File: src/rtl/pll_seq_pkg.sv
package pll_seq_pkg;

    typedef enum logic [3:0] {
        S_IDLE, S_CALC, S_STBY_WR, S_DROP_RD, S_DROP_WAIT,
        S_DIV_WR, S_FRAC_WR, S_INT_WR, S_SPRD_WR, S_NORM_WR,
        S_LOCK_RD, S_LOCK_WAIT, S_DONE, S_FAIL
    } seq_state_e;

    localparam int ADDR_W = 8;
    localparam int DATA_W = 32;

    localparam logic [ADDR_W-1:0] A_MODE   = 8'h00;
    localparam logic [ADDR_W-1:0] A_DIV    = 8'h08;
    localparam logic [ADDR_W-1:0] A_FRAC   = 8'h10;
    localparam logic [ADDR_W-1:0] A_INT    = 8'h18;
    localparam logic [ADDR_W-1:0] A_SPREAD = 8'h20;
    localparam logic [ADDR_W-1:0] A_STAT   = 8'h28;

    localparam int MODE_RUN_BIT  = 0;
    localparam int MODE_RUN_WEN  = 16;
    localparam int MODE_SSEN_WEN = 18;
    localparam int MODE_DSPR_WEN = 20;

    localparam int DIV_PD1_LSB = 0;
    localparam int DIV_PD2_LSB = 4;
    localparam int DIV_REF_LSB = 8;
    localparam int DIV_PD1_WEN = 16;
    localparam int DIV_PD2_WEN = 20;
    localparam int DIV_REF_WEN = 24;

    localparam int FRAC_LSB      = 8;
    localparam int INT_LSB       = 16;
    localparam int STAT_LOCK_BIT = 4;

    localparam int REFDIV   = 2;
    localparam int POSTDIV1 = 1;
    localparam int POSTDIV2 = 1;
    localparam logic [7:0] INT_LOW_BYTE = 8'hFF;
    localparam logic [7:0] SPREAD_VAL   = 8'h16;

endpackage

File: src/rtl/serial_const_div.sv
module serial_const_div #(
    parameter int DIVIDEND_W = 56,
    parameter int DIVISOR    = 1000000
) (
    input  logic                  clk,
    input  logic                  rst_n,
    input  logic                  start_i,
    input  logic [DIVIDEND_W-1:0] dividend_i,
    output logic                  done_o,
    output logic [DIVIDEND_W-1:0] quot_o
);
    localparam int REM_W = $clog2(DIVISOR) + 1;
    localparam int CNT_W = $clog2(DIVIDEND_W + 1);

    logic [DIVIDEND_W-1:0] dvd_q;
    logic [DIVIDEND_W-1:0] quot_q;
    logic [REM_W-1:0]      rem_q;
    logic [CNT_W-1:0]      cnt_q;
    logic                  run_q;
    logic                  done_q;
    logic [REM_W:0]        trial;
    logic                  fits;

    always_comb begin
        trial = {rem_q, dvd_q[DIVIDEND_W-1]};
        fits  = (trial >= (REM_W+1)'(DIVISOR));
    end

    always_ff @(posedge clk or negedge rst_n) begin
        if (!rst_n) begin
            dvd_q  <= '0;
            quot_q <= '0;
            rem_q  <= '0;
            cnt_q  <= '0;
            run_q  <= 1'b0;
            done_q <= 1'b0;
        end else begin
            done_q <= 1'b0;
            if (start_i) begin
                dvd_q  <= dividend_i;
                quot_q <= '0;
                rem_q  <= '0;
                cnt_q  <= CNT_W'(DIVIDEND_W);
                run_q  <= 1'b1;
            end else if (run_q) begin
                dvd_q  <= {dvd_q[DIVIDEND_W-2:0], 1'b0};
                quot_q <= {quot_q[DIVIDEND_W-2:0], fits};
                rem_q  <= fits ? REM_W'(trial - (REM_W+1)'(DIVISOR)) : trial[REM_W-1:0];
                cnt_q  <= cnt_q - 1'b1;
                if (cnt_q == CNT_W'(1)) begin
                    run_q  <= 1'b0;
                    done_q <= 1'b1;
                end
            end
        end
    end

    assign done_o = done_q;
    assign quot_o = quot_q;
endmodule

File: src/rtl/poll_timer.sv
module poll_timer #(
    parameter int GAP   = 12500,
    parameter int LIMIT = 31250000
) (
    input  logic clk,
    input  logic rst_n,
    input  logic clr_i,
    input  logic gap_load_i,
    output logic gap_done_o,
    output logic limit_o
);
    localparam int GAP_W = $clog2(GAP + 1);
    localparam int LIM_W = $clog2(LIMIT + 1);

    logic [GAP_W-1:0] gap_q;
    logic [LIM_W-1:0] elapsed_q;

    always_ff @(posedge clk or negedge rst_n) begin
        if (!rst_n) begin
            gap_q     <= '0;
            elapsed_q <= '0;
        end else begin
            if (clr_i)
                elapsed_q <= '0;
            else if (elapsed_q != LIM_W'(LIMIT))
                elapsed_q <= elapsed_q + 1'b1;

            if (gap_load_i)
                gap_q <= GAP_W'(GAP);
            else if (gap_q != '0)
                gap_q <= gap_q - 1'b1;
        end
    end

    assign gap_done_o = (gap_q == '0);
    assign limit_o    = (elapsed_q == LIM_W'(LIMIT));
endmodule

File: src/rtl/pll_retune_seq.sv
module pll_retune_seq
    import pll_seq_pkg::*;
#(
    parameter int RATE_W     = 32,
    parameter int FRAC_W     = 24,
    parameter int INT_W      = 8,
    parameter int REF_HZ     = 24000000,
    parameter int MHZ        = 1000000,
    parameter int POLL_GAP   = 12500,
    parameter int POLL_LIMIT = 31250000
) (
    input  logic              clk,
    input  logic              rst_n,
    input  logic              start_i,
    input  logic [RATE_W-1:0] rate_hz_i,
    output logic              busy_o,
    output logic              done_o,
    output logic              err_o,
    output logic [RATE_W-1:0] rate_out_o,
    output logic              bus_req_o,
    output logic              bus_we_o,
    output logic [ADDR_W-1:0] bus_addr_o,
    output logic [DATA_W-1:0] bus_wdata_o,
    input  logic              bus_ack_i,
    input  logic [DATA_W-1:0] bus_rdata_i
);
    localparam int DVD_W   = RATE_W + FRAC_W;
    localparam int STEP_HZ = REF_HZ / REFDIV / (POSTDIV1 * POSTDIV2);

    localparam logic [DATA_W-1:0] W_STANDBY = DATA_W'(1) << MODE_RUN_WEN;
    localparam logic [DATA_W-1:0] W_NORMAL  = (DATA_W'(1) << MODE_DSPR_WEN) |
                                              (DATA_W'(1) << MODE_SSEN_WEN) |
                                              (DATA_W'(1) << MODE_RUN_WEN)  |
                                              (DATA_W'(1) << MODE_RUN_BIT);
    localparam logic [DATA_W-1:0] W_DIV     = (DATA_W'(1) << DIV_PD1_WEN) |
                                              (DATA_W'(1) << DIV_PD2_WEN) |
                                              (DATA_W'(1) << DIV_REF_WEN) |
                                              (DATA_W'(POSTDIV1) << DIV_PD1_LSB) |
                                              (DATA_W'(POSTDIV2) << DIV_PD2_LSB) |
                                              (DATA_W'(REFDIV)   << DIV_REF_LSB);

    seq_state_e        state_q, state_d;
    logic [INT_W-1:0]  int_q;
    logic [FRAC_W-1:0] frac_q;
    logic [RATE_W-1:0] rate_out_q;
    logic              div_start, div_done;
    logic [DVD_W-1:0]  quot;
    logic              lock_seen;
    logic              tmr_clr, gap_load, gap_done, limit_hit;

    assign div_start = (state_q == S_IDLE) && start_i && (rate_hz_i != '0);
    assign lock_seen = bus_rdata_i[STAT_LOCK_BIT];
    assign tmr_clr   = bus_ack_i && ((state_q == S_STBY_WR) || (state_q == S_NORM_WR));
    assign gap_load  = bus_ack_i && !limit_hit &&
                       (((state_q == S_DROP_RD) && lock_seen) ||
                        ((state_q == S_LOCK_RD) && !lock_seen));

    serial_const_div #(
        .DIVIDEND_W (DVD_W),
        .DIVISOR    (MHZ)
    ) div_i (
        .clk        (clk),
        .rst_n      (rst_n),
        .start_i    (div_start),
        .dividend_i ({rate_hz_i, {FRAC_W{1'b0}}}),
        .done_o     (div_done),
        .quot_o     (quot)
    );

    poll_timer #(
        .GAP        (POLL_GAP),
        .LIMIT      (POLL_LIMIT)
    ) tmr_i (
        .clk        (clk),
        .rst_n      (rst_n),
        .clr_i      (tmr_clr),
        .gap_load_i (gap_load),
        .gap_done_o (gap_done),
        .limit_o    (limit_hit)
    );

    // State register
    always_ff @(posedge clk or negedge rst_n) begin
        if (!rst_n) state_q <= S_IDLE;
        else        state_q <= state_d;
    end

    // Multiplier fields and achieved rate
    always_ff @(posedge clk or negedge rst_n) begin
        if (!rst_n) begin
            int_q      <= '0;
            frac_q     <= '0;
            rate_out_q <= '0;
        end else begin
            if (div_done) begin
                int_q  <= quot[FRAC_W +: INT_W];
                frac_q <= quot[FRAC_W-1:0];
            end
            if ((state_q == S_LOCK_RD) && bus_ack_i && lock_seen)
                rate_out_q <= RATE_W'(STEP_HZ) * RATE_W'(int_q);
        end
    end

    // Transitions
    always_comb begin
        state_d = state_q;
        unique case (state_q)
            S_IDLE:      if (start_i) state_d = (rate_hz_i == '0) ? S_FAIL : S_CALC;
            S_CALC:      if (div_done) state_d = S_STBY_WR;
            S_STBY_WR:   if (bus_ack_i) state_d = S_DROP_RD;
            S_DROP_RD:
                if (bus_ack_i) begin
                    if (!lock_seen)     state_d = S_DIV_WR;
                    else if (limit_hit) state_d = S_FAIL;
                    else                state_d = S_DROP_WAIT;
                end
            S_DROP_WAIT: if (gap_done) state_d = S_DROP_RD;
            S_DIV_WR:    if (bus_ack_i) state_d = S_FRAC_WR;
            S_FRAC_WR:   if (bus_ack_i) state_d = S_INT_WR;
            S_INT_WR:    if (bus_ack_i) state_d = S_SPRD_WR;
            S_SPRD_WR:   if (bus_ack_i) state_d = S_NORM_WR;
            S_NORM_WR:   if (bus_ack_i) state_d = S_LOCK_RD;
            S_LOCK_RD:
                if (bus_ack_i) begin
                    if (lock_seen)      state_d = S_DONE;
                    else if (limit_hit) state_d = S_FAIL;
                    else                state_d = S_LOCK_WAIT;
                end
            S_LOCK_WAIT: if (gap_done) state_d = S_LOCK_RD;
            S_DONE:      state_d = S_IDLE;
            S_FAIL:      state_d = S_IDLE;
            default:     state_d = S_IDLE;
        endcase
    end

    // Outputs
    always_comb begin
        busy_o      = (state_q != S_IDLE);
        done_o      = 1'b0;
        err_o       = 1'b0;
        bus_req_o   = 1'b0;
        bus_we_o    = 1'b0;
        bus_addr_o  = '0;
        bus_wdata_o = '0;
        unique case (state_q)
            S_STBY_WR: begin
                bus_req_o = 1'b1; bus_we_o = 1'b1;
                bus_addr_o = A_MODE; bus_wdata_o = W_STANDBY;
            end
            S_DROP_RD, S_LOCK_RD: begin
                bus_req_o = 1'b1; bus_addr_o = A_STAT;
            end
            S_DIV_WR: begin
                bus_req_o = 1'b1; bus_we_o = 1'b1;
                bus_addr_o = A_DIV; bus_wdata_o = W_DIV;
            end
            S_FRAC_WR: begin
                bus_req_o = 1'b1; bus_we_o = 1'b1;
                bus_addr_o = A_FRAC; bus_wdata_o = DATA_W'(frac_q) << FRAC_LSB;
            end
            S_INT_WR: begin
                bus_req_o = 1'b1; bus_we_o = 1'b1;
                bus_addr_o = A_INT;
                bus_wdata_o = (DATA_W'(int_q) << INT_LSB) | DATA_W'(INT_LOW_BYTE);
            end
            S_SPRD_WR: begin
                bus_req_o = 1'b1; bus_we_o = 1'b1;
                bus_addr_o = A_SPREAD; bus_wdata_o = DATA_W'(SPREAD_VAL);
            end
            S_NORM_WR: begin
                bus_req_o = 1'b1; bus_we_o = 1'b1;
                bus_addr_o = A_MODE; bus_wdata_o = W_NORMAL;
            end
            S_DONE:  done_o = 1'b1;
            S_FAIL:  err_o  = 1'b1;
            default: ;
        endcase
    end

    assign rate_out_o = rate_out_q;
endmodule

File: config.mk
export PLATFORM = sky130hd
export DESIGN_NAME = pll_retune_seq
export DESIGN_NICKNAME = d
export VERILOG_FILES = /design/src/rtl/pll_seq_pkg.sv /design/src/rtl/serial_const_div.sv /design/src/rtl/poll_timer.sv /design/src/rtl/pll_retune_seq.sv
export SDC_FILE = /design/constraint.sdc
export NUM_CORES = 1
export LEC_CHECK = 0
export BUFFER_PORTS_ARGS = -buffer_cell sky130_fd_sc_hd__buf_4
export CELL_PAD_IN_SITES_DETAIL_PLACEMENT = 1
export CELL_PAD_IN_SITES_GLOBAL_PLACEMENT = 2
export CORE_ASPECT_RATIO = 0.75
export CORE_MARGIN = 3
export CORE_UTILIZATION = 35
export DETAILED_ROUTE_END_ITERATION = 8
export PLACE_DENSITY_LB_ADDON = 0.1
export REMOVE_ABC_BUFFERS = 1
export SLEW_MARGIN = 15
export SYNTH_ARGS = -nofsm -noshare
export SYNTH_HDL_FRONTEND = slang
export SYNTH_HIERARCHICAL = 1
export SYNTH_SLANG_ARGS = --single-unit
File: constraint.sdc
create_clock -name clk -period 4.3 [get_ports clk]
set_clock_uncertainty 0.15 [all_clocks]
set_input_delay 0.645 -clock clk [delete_from_list [all_inputs] [get_ports clk]]
set_output_delay 0.645 -clock clk [all_outputs]
set_load 0.1 [all_outputs]
==> out/results.ini, run 1 <==
[outcome]
outcome = complete, but fails checks
violations = negative hold slack

[clock_tree]
path_clk_slew_ps = 60
clock_latency_ps = 560
cts_hold_buf = 0
clock_tree.root_cell = clkbuf_16
clock_sinks = 216
cts_tree = yes
cts_buffer_depth = 3
htree_levels = 1
cts_buffers = 27

[die]
start_util = 0.3602
dieArea_um2 = 39780
core_um2 = 36330
core.rowCount = 60
die_w_um = 229.3
dieHeight_um = 173.5
io_pins = 145

[pwr]
combPwrFrac = 0.392
p_seq_frac = 0.358
p_clk_frac = 0.250
switching_share = 0.4178
intPower_w = 0.005384
p_leak_nw = 7.852
p_per_area_nw_per_um2 = 584.7
ir_drop_mv = 0.2912
switchingPower_w = 0.003863

[logic_synthesis]
avgSynthCellArea_um2 = 9.916
synthCells = 1320
synth_warnings = 6
syn-cell-area_um2 = 13090

[global_routing]
grt_pass1_vias = 10270
grt_util_all_layers = 0.1695
grt_pass1_wl_mm = 56.06
grt_max_degree = 107
overflow = 0
antenna_found_initial = 1

[cells_and_area]
antenna_cells = 0
layout.cells.non_filler = 1983
final_util = 0.4353
syn2layout_area_growth_pct = 20.83
fin_nets = 1641
drive_above_1_share = 0.2139

[place]
gp_congestion = 0.7974
placement.io_buffers = 100
dp.cells = 1932
dp_hpwl_mm = 24.18
dp_slack_ps = -84.25

[sta]
worst_slack_ps = 144.0
max_slew_margin = 0.2969
hold_violations = 19
finalMaxSlewViolations = 0
hold_ws_ps = -98.90
fmax_mhz = 240.6
setup_viol = 0
worstMarginPinSlew_ps = 1053
min_period_ps = 4156
timing.final.crit_share = 0.9665
setup_tns_ps = 0

[worst_setup_path]
path_class = flip-flop to flip-flop
ff2ff_path_depth = 15
max_stage_delay_ps = 550
cp.arrival_ps = 4440
endpoint_kind = flip-flop
crit_required_ps = 4590
path_cells = fa_1 -> xor2_1 -> ha_1 -> a21oi_1 -> fa_1 -> fa_1 -> inv_1 -> ha_1 -> and4_4 -> nand3_4 -> nand2b_1 -> a21oi_1 -> nor4_2 -> xor2_1 -> o21ai_1
r2r_setup_slack_ps = 140
crit_path_max_fanout = 5
worst_setup_path_start_kind = flip-flop
critical_path.most_common_cell = fa_1
r2r-end = rate_out_o[29]
cpMaxStageDelayCell = fa_1
r2r_start = int_q[6]

[detailed_routing]
drtAntennaViolNets = 0
postRouteWirelength_mm = 33.66
drt_iter0_drc = 405
drt_pass1_iterations = 4
wl_per_cell_um = 16.97
viasPerCell = 4.931
drc = 0
vias = 9779

[run]
cap_violations = 0

[min_path]
min_path_type = input pin to asynchronous set/reset pin

[through the flow]
step	total power (W)	instance area, um2
3_3_place_gp	0.006886	14670
4_1_cts	0.009397	15620
2_1_floorplan	0.006084	12750
6_report	0.009247	15820
3_5_place_dp	0.006997	14670
5_1_grt	0.009957	15820
[registers in the layout (all words and copies together), names as in the netlist]
signal / cells
rate_out_o: 24
int_q: 8
div_i/dvd_q: 56
frac_q: 24
div_i/rem_q: 21
tmr_i/elapsed_q: 25
div_i/cnt_q: 6
div_i/quot_o: 32
div_i/done_o: 1
state_q: 4
div_i/run_q: 1
tmr_i/gap_q: 14
[routing by layer]
layer / up-vias / wire [um] / global-route usage
met2: 82 / 14860 / 0.2637
met4: 0 / 598 / 0.03292
li1: 4785 / - / -
met1: 4873 / 17390 / 0.2533
met5: - / 0 / 0
met3: 39 / 807 / 0.02234
[critical path, delay by kind of cell, from the launching register on]
family	cells	cell delay (ps)
compound gates	3	310
xor+xnor	2	360
fa+ha+maj	5	2020
buf+inv	1	40
simple gates	4	720
flops	1	450
[timing repair]
action	in CTS	in global routing
endpoints found under the setup margin	7	13
pin swaps	2	23
resized for setup	8	29
setup buffers	1	3
[layout by cell type, fill, tap and decap left out, types with 7 or more instances in the layout]
master / count
dfrtp_1: 211
buf_4: 168
nand2_1: 127
nor2_1: 119
mux2i_1: 97
o21ai_0: 94
inv_1: 79
ha_1: 60
a21oi_1: 42
conb_1: 37
xnor2_1: 35
fa_1: 30
mux2_2: 29
clkbuf_16: 27
xor2_1: 26
nand3_1: 23
nor3_1: 19
nand2b_1: 18
nor4_1: 18
and2_1: 15
nand4_1: 11
o21ai_1: 10
nor2b_1: 9
a211oi_1: 8
ha_4: 8
and3_1: 7
[power groups by stage]
stage / Sequential, W / Combinational (W) / Clock [W]
floorplan: 0.00332 / 0.00277 / 0
global placement: 0.00333 / 0.00355 / 0
detailed placement: 0.00335 / 0.00365 / 0
CTS: 0.00332 / 0.00367 / 0.00241
global route: 0.00343 / 0.00404 / 0.00249
finish: 0.00331 / 0.00363 / 0.00231
[final cells by class]
cell class	instances	area [um2]
Clock buffer	35	755.7
Clock inverter	12	141.4
Fill cell	4144	20520
Inverter	80	300.3
Multi-Input combinational cell	973	7276
Sequential cell	216	5414
Tap cell	496	620.6
Timing Repair Buffer	171	1308
[worst max-delay path by stage]
stage,start,end,slack (ps),depth (start not counted)
after global placement,int_q[6],rate_out_o[30],-20,14
after global routing,int_q[6],rate_out_o[29],-40,15
after floorplan,state_q[2],bus_wdata_o[17],-3690,3
after CTS,int_q[5],rate_out_o[29],-8,16
final,int_q[6],rate_out_o[29],140,15
after detailed placement,int_q[6],rate_out_o[30],-80,15
(Power assumes the default switching activity.)
==> run 2, diff against run 1 <==
CORE_ASPECT_RATIO = not set   (was 0.75)
==> run 2 against run 1 <==
The run now ends clean. Critical path depth grew 1. Final area grew 0.48%. Final cell count shrank 1.8%. Wire length shrank 3.3%. Clock-buffer cell count grew 4. Register-to-register slack lost 70 ps. Largest cell class unchanged.
==> out/results.ini, run 2 (same netlist as run 1, synthesis figures left out) <==
[clock_tree]
path_clk_slew_ps = 60  ; about the same
htree_levels = 1  ; unchanged
clock_tree.root_cell = clkbuf_16  ; unchanged
cts_buffer_depth = 3  ; unchanged
clock_sinks = 216  ; unchanged
cts_buffers = 28  ; was 27
cts_tree = yes  ; unchanged
clock_latency_ps = 560  ; about the same

[cells_and_area]
regMostFlops = div_i/dvd_q  ; unchanged
largest_reg_flops = 56  ; unchanged
fin_nets = 1634  ; was 1641
layout_common_cells = dfrtp_1, buf_4, nand2_1  ; unchanged
layout_commonest_cell = dfrtp_1  ; unchanged
drive_above_1_share = 0.2196  ; was 0.2139
antenna_cells = 0  ; unchanged
layout.cells.non_filler = 1948  ; was 1983
syn2layout_area_growth_pct = 21.41  ; was 20.83%

[pwr]
p_seq_frac = 0.350  ; was 0.358
p_leak_nw = 7.855  ; was 7.852 nW
switchingPower_w = 0.003791  ; was 0.003863 W
p_per_area_nw_per_um2 = 583.6  ; was 584.7 nW/um2
ir_drop_mv = 0.4039  ; was 0.2912 mV
switching_share = 0.4088  ; was 0.4178
combPwrFrac = 0.394  ; was 0.392
p_clk_frac = 0.256  ; was 0.250
intPower_w = 0.005483  ; was 0.005384 W

[sta]
hold_violations = 0  ; was 19
worstMarginPinSlew_ps = 1082  ; was 1053 ps
min_period_ps = 4226  ; was 4156 ps
hold_ws_ps = 146.2  ; was -98.90 ps
fmax_mhz = 236.6  ; was 240.6 MHz
finalMaxSlewViolations = 0  ; unchanged
max_slew_margin = 0.2779  ; was 0.2969
setup_viol = 0  ; unchanged
rsz0062_at_grt = true
timing.final.crit_share = 0.9828  ; was 0.9665

[global_routing]
grt_max_degree = 115  ; was 107
grt_pass1_vias = 10080  ; was 10.27k
antenna_found_initial = 0  ; was 1
grt_pass1_wl_mm = 53.46  ; was 56.06 mm
grt_util_all_layers = 0.1641  ; was 0.1695
overflow = 0  ; unchanged

[place]
dp_hpwl_mm = 23.00  ; was 24.18 mm
dp.cells = 1895  ; was 1932
gp_congestion = 0.8413  ; was 0.7974
placement.io_buffers = 100  ; unchanged

[die]
io_pins = 145  ; unchanged
die_w_um = 199.4  ; was 229.3 um
start_util = 0.3567  ; was 0.3602
dieHeight_um = 199.4  ; was 173.5 um
core.rowCount = 70  ; was 60
dieArea_um2 = 39750  ; was 39780 um2
core_um2 = 36700  ; was 36330 um2

[detailed_routing]
vias = 9724  ; was 9779
drt_iter0_drc = 292  ; was 405
viasPerCell = 4.992  ; was 4.931
postRouteWirelength_mm = 32.55  ; was 33.66 mm
drc = 0  ; unchanged
drtAntennaViolNets = 0  ; unchanged
drt_pass1_iterations = 4  ; unchanged
wl_per_cell_um = 16.71  ; was 16.97 um

[worst_setup_path]
crit_path_max_fanout = 4  ; was 5
r2r_setup_slack_ps = 70  ; was 140 ps
endpoint_kind = flip-flop  ; unchanged
r2r-end = rate_out_o[31]  ; was rate_out_o[29]
ff2ff_path_depth = 16  ; was 15
r2r_start = int_q[6]  ; unchanged
worst_setup_path_start_kind = flip-flop  ; unchanged
cp-startpoint = int_q[6]  ; unchanged
crit_required_ps = 4580  ; was 4590 ps
path_class = flip-flop to flip-flop  ; unchanged
cp.arrival_ps = 4500  ; was 4440 ps

[run]
cap_violations = 0  ; unchanged

[min_path]
holdPathEnd = div_i/dvd_q[43]
hold_start = rate_hz_i[19]
holdPathStages = 3
min_path_type = input pin to flip-flop  ; was input pin to asynchronous set/reset pin

[outcome]
outcome = finished clean  ; was complete, but fails checks

run 2: how the worst max path moves through the flow:
stage	endpoint	slack, ps	cells past startpoint
floorplan	bus_wdata_o[17]	-3690	3
global placement	rate_out_o[30]	-50	15
detailed placement	rate_out_o[30]	-120	15
CTS	rate_out_o[28]	2	18
global route	rate_out_o[31]	-60	16
finish	rate_out_o[31]	70	16
run 2: critical path: stages, from the launching register on:
cell and delay, ps:
dfrtp_2 440, fa_1 600, xor2_1 180, ha_2 300, fa_1 490, inv_1 50
fa_1 490, inv_2 50, ha_4 290, buf_6 110, nand3_2 60, nand2_2 80
nand4_1 160, nand2_2 150, nor2_4 50, nor4b_4 120, or3_1 320
run 2: per-stage QoR:
step                      TNS (ps)  utilization  setup WS, ps  area [um2]  total power [W]
final                            0       0.4330         73.83       15890         0.009274
after global routing        -144.2       0.4330        -58.50       15890         0.009967
after CTS                        0       0.4245         2.125       15580         0.009401
after detailed placement    -228.3       0.3972        -117.2       14580         0.006936
after global placement      -79.84       0.3972        -52.60       14580         0.006840
after floorplan             -36650            -         -3687       12750         0.006084
run 2: routing by layer:
| layer | vias up | track usage | wire length (um) |
|---|---|---|---|
| met3 | 40 | 0.02529 | 1042 |
| met4 | 0 | 0.03489 | 651 |
| met2 | 111 | 0.2701 | 15040 |
| met1 | 4809 | 0.2308 | 15810 |
| li1 | 4764 | - | - |
| met5 | - | 0 | 0 |
run 2: layout make-up:
type / count / area (um2)
clock buffers: 39 / 822.0
flip-flops and latches: 216 / 5414
clock inverters: 9 / 123.9
well taps: 468 / 585.6
fillers: 4117 / 20810
repair buffers: 163 / 1274
inverters: 80 / 300.3
multi-input cells: 973 / 7372
run 2: power groups by stage:
stage / Combinational (W) / Clock, W / Sequential (W)
6_report: 0.00365 / 0.00238 / 0.00324
3_5_place_dp: 0.00366 / 0 / 0.00328
3_3_place_gp: 0.00358 / 0 / 0.00326
4_1_cts: 0.00368 / 0.00247 / 0.00325
5_1_grt: 0.00406 / 0.00255 / 0.00336
2_1_floorplan: 0.00277 / 0 / 0.00332
run 2: timing repair:
item	4_1_cts	5_1_grt
hold buffers	1	0
gates cloned	0	0
pin swaps	3	31
buffers inserted	0	4
resized for setup	8	50
setup endpoints to repair	8	10
hold endpoints to repair	11	0
